`src/rtl/prw_pkg.sv`:
```
package prw_pkg;
   localparam int PLANES = 4;
   localparam int PIXW   = 8;
   localparam int ROTW   = $clog2(PIXW);
   typedef enum logic [1:0] {WM_CPU = 2'd0, WM_LATCH = 2'd1, WM_COLOR = 2'd2, WM_MASKED = 2'd3} wmode_t;
   typedef enum logic [1:0] {OP_PASS = 2'd0, OP_AND = 2'd1, OP_OR = 2'd2, OP_XOR = 2'd3} op_t;
endpackage

```
`src/rtl/prw_rotator.sv`:
```
module prw_rotator #(
   parameter int W  = 8,
   parameter int CW = $clog2(W)
) (
   input  logic [W-1:0]  din,
   input  logic [CW-1:0] cnt,
   output logic [W-1:0]  dout
);
   logic [2*W-1:0] dbl;
   always_comb begin
      dbl  = {din, din} >> cnt;
      dout = dbl[W-1:0];
   end
endmodule

```
`src/rtl/prw_plane_alu.sv`:
```
module prw_plane_alu #(
   parameter int W = 8
) (
   input  logic [W-1:0] src,
   input  logic [W-1:0] latch,
   input  logic [W-1:0] mask,
   input  logic [1:0]   op,
   output logic [W-1:0] result
);
   import prw_pkg::*;
   logic [W-1:0] fn;
   always_comb begin
      unique case (op_t'(op))
         OP_AND:  fn = src & latch;
         OP_OR:   fn = src | latch;
         OP_XOR:  fn = src ^ latch;
         default: fn = src;
      endcase
      result = (fn & mask) | (latch & ~mask);
   end
endmodule

```
`src/rtl/prw_datapath.sv`:
```
module prw_datapath #(
   parameter int NPLANE = prw_pkg::PLANES,
   parameter int PW     = prw_pkg::PIXW
) (
   input  logic                   clk,
   input  logic                   rst_n,
   input  logic                   wr_req,
   input  logic [1:0]             wr_mode,
   input  logic [PW-1:0]          cpu_data,
   input  logic [NPLANE*PW-1:0]   latch_data,
   input  logic [NPLANE-1:0]      fill_color,
   input  logic [NPLANE-1:0]      fill_en,
   input  logic [$clog2(PW)-1:0]  rot_cnt,
   input  logic [1:0]             op_sel,
   input  logic [PW-1:0]          pix_mask,
   output logic [NPLANE*PW-1:0]   plane_out,
   output logic                   wr_stb
);
   import prw_pkg::*;
   localparam int CW = $clog2(PW);

   initial begin
      assert (PW >= 2 && (PW & (PW - 1)) == 0) else $error("PW must be a power of two");
      assert (NPLANE >= 1 && NPLANE <= PW) else $error("NPLANE out of range");
   end

   logic [PW-1:0]        rot_data;
   logic [PW-1:0]        eff_mask;
   logic [NPLANE*PW-1:0] next_out;

   prw_rotator #(.W(PW), .CW(CW)) u_rot (.din(cpu_data), .cnt(rot_cnt), .dout(rot_data));

   always_comb begin
      eff_mask = (wmode_t'(wr_mode) == WM_MASKED) ? (rot_data & pix_mask) : pix_mask;
   end

   for (genvar p = 0; p < NPLANE; p++) begin : g_plane
      logic [PW-1:0] src;
      logic [PW-1:0] res;
      logic [PW-1:0] lat;
      assign lat = latch_data[p*PW +: PW];
      always_comb begin
         unique case (wmode_t'(wr_mode))
            WM_CPU:    src = fill_en[p] ? {PW{fill_color[p]}} : rot_data;
            WM_COLOR:  src = {PW{cpu_data[p]}};
            WM_MASKED: src = {PW{fill_color[p]}};
            default:   src = lat;
         endcase
      end
      prw_plane_alu #(.W(PW)) u_alu (
         .src(src), .latch(lat), .mask(eff_mask), .op(op_sel), .result(res));
      assign next_out[p*PW +: PW] = (wmode_t'(wr_mode) == WM_LATCH) ? lat : res;
   end

   always_ff @(posedge clk or negedge rst_n) begin
      if (!rst_n) begin
         plane_out <= '0;
         wr_stb    <= 1'b0;
      end else begin
         wr_stb <= wr_req;
         if (wr_req) plane_out <= next_out;
      end
   end
endmodule

```
`config.mk`:
```
export PLATFORM = sky130hd
export DESIGN_NAME = prw_datapath
export DESIGN_NICKNAME = d
export VERILOG_FILES = /design/src/rtl/prw_pkg.sv /design/src/rtl/prw_rotator.sv /design/src/rtl/prw_plane_alu.sv /design/src/rtl/prw_datapath.sv
export SDC_FILE = /design/constraint.sdc
export NUM_CORES = 1
export LEC_CHECK = 0
export BUFFER_PORTS_ARGS = -buffer_cell sky130_fd_sc_hd__buf_2
export CAP_MARGIN = 20
export CORE_AREA = 2 2 137 139
export DETAILED_ROUTE_END_ITERATION = 12
export DIE_AREA = 0 0 139 141
export SLEW_MARGIN = 40
export SYNTH_ARGS = -nofsm -noshare
export SYNTH_HDL_FRONTEND = slang
export SYNTH_HIERARCHICAL = 1
export SYNTH_SLANG_ARGS = --single-unit
```
`constraint.sdc`:
```
create_clock -name clk -period 1 [get_ports clk]
set_clock_uncertainty 0.1 [all_clocks]
set_input_delay 0.1 -clock clk [delete_from_list [all_inputs] [get_ports clk]]
set_output_delay 0.1 -clock clk [all_outputs]
set_load 0.03 [all_outputs]
```
# After elaboration in Yosys (flattened, before gate mapping)

Cells that the tools add are included.

Shift-type cells: 1
Mux-type cells: 17
Equality and inequality tests: 6
Reduce and logical (&&, ||, !) cells: 1
Bitwise gates (word level): 26

Operators by type and width:

| cell                                                                  | count |
|---|---|
| 8-bit case mux with 3 select lines                                    | 8 |
| 8-bit AND                                                             | 13 |
| 8-bit two-way mux                                                     | 9 |
| 8-bit bitwise OR                                                      | 8 |
| 8-bit bitwise XOR                                                     | 4 |
| 16-bit by 3-bit >> shifter with 8-bit output                          | 1 |
| 2-bit equality test, second input constant                            | 4 |
| 8-bit NOT                                                             | 1 |
| 2-bit by 1-bit equality test with 1-bit output, second input constant | 2 |
| 2-bit logical NOT                                                     | 1 |

Output and inout port bits: 33
Input port bits: 66
Bits in registers: 33

# Depth between registers and ports, before layout

Word-level depth: 8
Depth in mapped cells: 13
Mapped depth without buffers: 12

# Modules after synthesis

The synthesis kept the hierarchy.

Modules (own cells, without submodules):

| module        | seq. area each (sq um) | cells an instance | area an instance (sq um) | instances |
|---|---|---|---|---|
| prw_datapath  | 825.8                  | 306               | 2618.8                   | 1 |
| prw_plane_alu | 0.0                    | 77                | 594.3                    | 4 |
| prw_rotator   | 0.0                    | 19                | 326.6                    | 1 |

# Least setup slack after synthesis

Ideal clock, no wire load.

Path type: input port to flip-flop
From: input rot_cnt[1]
To: register plane_out[0]
Path buffers: 1
Library setup time: 0.137 ns
Stages on the path: 12
Setup slack: -1.464 ns
Data required time: 0.763 ns
Arrival: 2.227 ns
Path through: buf_6 -> mux4_1 -> mux2_2 -> and2b_1 -> o31ai_1 -> o21ai_0 -> inv_1 -> ha_1 -> mux2i_1 -> o221ai_1 -> mux2i_1 -> a21oi_1

Longest elaborated chain between the ends: 8

RTL lines:

| element                                          | line                | text |
|---|---|---|
| start: declaration                               | prw_datapath.sv:13  | `input logic [$clog2(PW)-1:0] rot_cnt,` |
| 16-bit by 3-bit >> shifter with 8-bit output (*) | prw_rotator.sv:11   | `dbl = {din, din} >> cnt;` |
| named net rot_data[0]                            | prw_datapath.sv:27  | `logic [PW-1:0] rot_data;` |
| 8-bit two-way mux (*)                            | prw_datapath.sv:44  | `WM_CPU: src = fill_en[p] ? {PW{fill_color[p]}} : rot_data;` |
| 8-bit case mux with 3 select lines (*)           | prw_datapath.sv:43  | `unique case (wmode_t'(wr_mode))` |
| named net g_plane[0].src[0]                      | prw_datapath.sv:38  | `logic [PW-1:0] src;` |
| 8-bit bitwise XOR (tied with other cells)        | prw_plane_alu.sv:16 | `OP_XOR: fn = src ^ latch;` |
| 8-bit case mux with 3 select lines (*)           | prw_plane_alu.sv:13 | `unique case (op_t'(op))` |
| 8-bit AND (*)                                    | prw_plane_alu.sv:19 | `result = (fn & mask) \| (latch & ~mask);` |
| 8-bit bitwise OR (*)                             | prw_plane_alu.sv:19 |  |
| named net g_plane[0].res[0]                      | prw_datapath.sv:39  | `logic [PW-1:0] res;` |
| 8-bit two-way mux (*)                            | prw_datapath.sv:52  | `assign next_out[p*PW +: PW] = (wmode_t'(wr_mode) == WM_LATCH) ? lat : res;` |
| end signal: assignment                           | prw_datapath.sv:61  | `if (wr_req) plane_out <= next_out;` |
| end: declaration                                 | prw_datapath.sv:16  | `output logic [NPLANE*PW-1:0] plane_out,` |

The timed path passes the listed nets; every way through them passes the cells marked *.
A chain may end at the register's enable or synchronous reset.

# Worst setup path in the final report

From: input rot_cnt[2]
To: register plane_out[19]

Longest elaborated chain between the ends: 8

RTL lines:

| element                                          | line |
|---|---|
| 16-bit by 3-bit >> shifter with 8-bit output (*) | prw_rotator.sv:11 |
| named net rot_data[3]                            | prw_datapath.sv:27 |
| 8-bit two-way mux (*)                            | prw_datapath.sv:44 |
| 8-bit case mux with 3 select lines (*)           | prw_datapath.sv:43 |
| named net g_plane[2].src[3]                      | prw_datapath.sv:38 |
| 8-bit bitwise XOR (tied with other cells)        | prw_plane_alu.sv:16 |
| 8-bit case mux with 3 select lines (*)           | prw_plane_alu.sv:13 |
| 8-bit AND (*)                                    | prw_plane_alu.sv:19 |
| 8-bit bitwise OR (*)                             | prw_plane_alu.sv:19 |
| named net g_plane[2].res[3]                      | prw_datapath.sv:39 |
| 8-bit two-way mux (*)                            | prw_datapath.sv:52 |

Marks and branches as above.

==> summary.md <==
| Metric | Value |
|---|---|
| Outcome | `finished with violations` |
| Failing checks | `setup timing` |
| Largest net degree at the start of global routing | `37` |
| Hold Path Class | `in -> reg` |
| Clk sink count | `33` |
| Post-Synth Simple-Gate Area | `15.70%` |
| Met1 usage | `23.18%` |
| Synthesized area per cell | `8.409 um^2` |
| Xor/xnor cell area share of the yosys netlist | `0%` |
| Final Cycle Share | `239.6%` |
| Root Buffer | `clkbuf_16` |
| Number of global-route vias before repair | `5,193` |
| Top post-synthesis cells by area | `dfrtp_1 (16%), ha_1 (15%), mux2i_1 (12%)` |
| First-pass DRT Iterations | `5` |
| Syn Nets | `763` |
| CP Capture Type | `register` |
| Number of inserted diodes | `0` |
| Grt total ovfl | `0` |
| Met2 Usage GRT | `29.45%` |
| Placed Area | `6840 um^2` |
| Post-route DRC | `0` |
| Wire per inst | `15.93 um` |
| Gate Count Post-Synth | `633` |
| DRT iter0 DRCs | `281` |
| Worst-case vdd ir drop | `592.6 uV` |
| #FFs+latches synth | `33` |
| Finished layout cell area | `7968 um^2` |
| RSZ-0062 raised after global routing | `yes` |
| Cell row count | `50` |
| Post-synthesis sequential area ratio | `15.51%` |
| P_leak | `3.984 nW` |
| Min Hold Slack | `44.73 ps` |
| GRT busiest layer | `met2` |
| Layout cell share with drive strength beyond 1 | `40.70%` |
| CP cell instances | `buf_12, buf_6, mux4_2, mux2_4, nor2b_4, o31ai_2, o21ai_1, inv_1, ha_1, mux2i_1, o221ai_1, mux2i_1, a21oi_1` |
| Yosys top cell by area | `dfrtp_1` |
| Routed Antenna Nets | `0` |
| Via count | `5,431` |
| Synth Area in Compound Gates | `22.19%` |
| Clock transition at path regs | `60 ps` |
| Commonest non-fill, non-tap cells in the layout | `buf_4 (146), nand2_1 (67), mux2i_1 (64)` |
| Initial antenna violation count | `0` |
| Synth Area in Adders | `15.04%` |
| Maximum fanout along the worst path | `7` |
| Final Setup Violations | `64` |
| CTS H-Tree Depth | `2` |
| Worst skew pair latency | `290 ps` |
| Number of library cell types mapped by synthesis | `30` |
| Horiz. Die Dim | `139 um` |
| Worst EP required | `1060 ps` |
| Hold Vio Cnt, Final | `0` |
| GRT Total Usage | `17.12%` |
| Fmax achieved | `0.4174 GHz` |
| Worst setup path class | `in -> reg` |
| Mux contribution to synthesized area | `18.66%` |
| First-pass GRT wire length | `27,170 um` |
| CP max stage delay | `510 ps` |
| # port buffers | `98` |
| Cell with the most instances on the worst path | `mux2i_1` |
| Syn. warnings | `6` |
| Routed vias/inst | `4.964` |
| Crit start category | `primary input` |
| Chip Height | `141 um` |
| Commonest non-fill, non-tap cell in the layout | `buf_4` |
| Area delta synth->final | `49.69%` |
| Mapped Area | `5323 um^2` |
| Hpwl dp | `13,080 um` |
| Ports | `99` |
| Max-slew headroom at the worst pin | `67.64%` |
| CP arrival | `2460 ps` |
| Met3 usage | `1.529%` |
| Synth top area share | `15.51%` |
| Fin nets | `990` |
| DIE AREA | `19,600 um^2` |
| CP max stage cell | `mux4_2` |
| Max Slew Vio Count | `0` |
| Cts bufs inserted | `5` |
| Slew @ Worst Pin | `485.4 ps` |
| Core ar. | `18,270 um^2` |
| Power Density | `954.8 nW/um^2` |
| Clock Path Buffers | `2` |
| Largest family of logic cells by synthesized area | `compound AO/OA/AOI/OAI gates` |
| Initial Utilization | `29.14%` |
| RD Place Congestion | `0.8550` |
| Min Tclk post-route | `2396 ps` |
| Post-Route WL | `17,430 um` |
| Final Worst Setup Slack | `-1396 ps` |
| CTS tree | `yes` |
| Total of max-cap violations | `0` |
[where the power goes]
group	internal [mW]	switching, mW
Combinational	2.19	2.15
Sequential	1.52	0.137
Clock	0.980	0.629
Total	4.69	2.92
[worst max-delay path, delay by kind of cell]
kind / cells / cell delay (ps)
buffers and inverters: 3 / 270
AND/OR/NAND/NOR: 1 / 130
adder cells (fa/ha/maj): 1 / 220
AO/OA/AOI/OAI: 4 / 560
multiplexers: 4 / 1170
[synthesized netlist by cell type]
library cell and count:
buf_12 7, clkinv_1 4, buf_4 4, o21ai_1 27, nand2_4 2, mux2_2 10
nand2b_4 1, nor2b_1 30, o31ai_1 32, o21ai_0 5, a21oi_1 32, ha_1 64
o2111ai_1 32, buf_2 6, dfrtp_1 33, and2b_1 2, o221ai_1 32, clkbuf_1 10
nand2b_1 32, mux2_4 2, buf_1 2, nand2_1 67, mux4_1 8, inv_1 64
nor2_1 32, o21a_1 8, buf_6 16, mux2i_1 64, clkbuf_2 1, and2_1 4
[final timing paths]
path	startpoint	end	slack, ps	depth (start not counted)
worst min register to register	plane_out[22]	plane_out[22]	450	2
min in group asynchronous	rst_n	wr_stb	210	3
worst min-delay path	latch_data[8]	plane_out[8]	40	3
max in group asynchronous	rst_n	plane_out[4]	400	3
worst max-delay path	rot_cnt[2]	plane_out[19]	-1400	13
worst max register to register	plane_out[0]	plane_out[0]	30	4
[cell families (layout without fill, tap and decap cells)]
family / Yosys count / after routing
buffers and inverters: 114 / 341
multiplexers: 84 / 84
adder cells (fa/ha/maj): 64 / 64
flip-flops: 33 / 33
AO/OA/AOI/OAI: 168 / 168
AND/OR/NAND/NOR: 170 / 170
[area by class of cell]
class / count / area, um^2
clock buffers: 7 / 142.6
fillers: 1803 / 10300
inverters: 68 / 255.2
multi-input cells: 486 / 4182
flip-flops and latches: 33 / 825.8
well taps: 234 / 292.8
repair buffers: 266 / 2270
[timing repair]
item                                    4_1_cts  5_1_grt
hold buffers                                  1        0
buffers inserted                             23       17
endpoints found under the setup margin       65       65
resized for setup                            92       77
pin swaps                                    23       58
hold endpoints to repair                     33        0
[through the flow]
stage	instances	util [%]	power (mW)	setup slack (ps)	setup TNS, ps
finish	1094	43.62	7.608	-1396	-41720
CTS	1077	40.88	7.250	-1365	-41550
global route	1094	43.62	8.085	-1520	-46880
detailed placement	1046	37.45	5.142	-1783	-54910
global placement	1046	37.45	5.080	-1737	-53710
floorplan	633	-	3.821	-1394	-43660
[flip-flops by register name, summed over array words and instances (netlist names)]
name	count
plane_out	32
wr_stb	1
[layer usage]
layer | share of wire (%) | routed length [um]
met5 | 0 | 0
met2 | 49 | 8492
met4 | 1.3 | 231
met3 | 4.2 | 734
met1 | 46 | 7967
(Power assumes the default switching activity.)
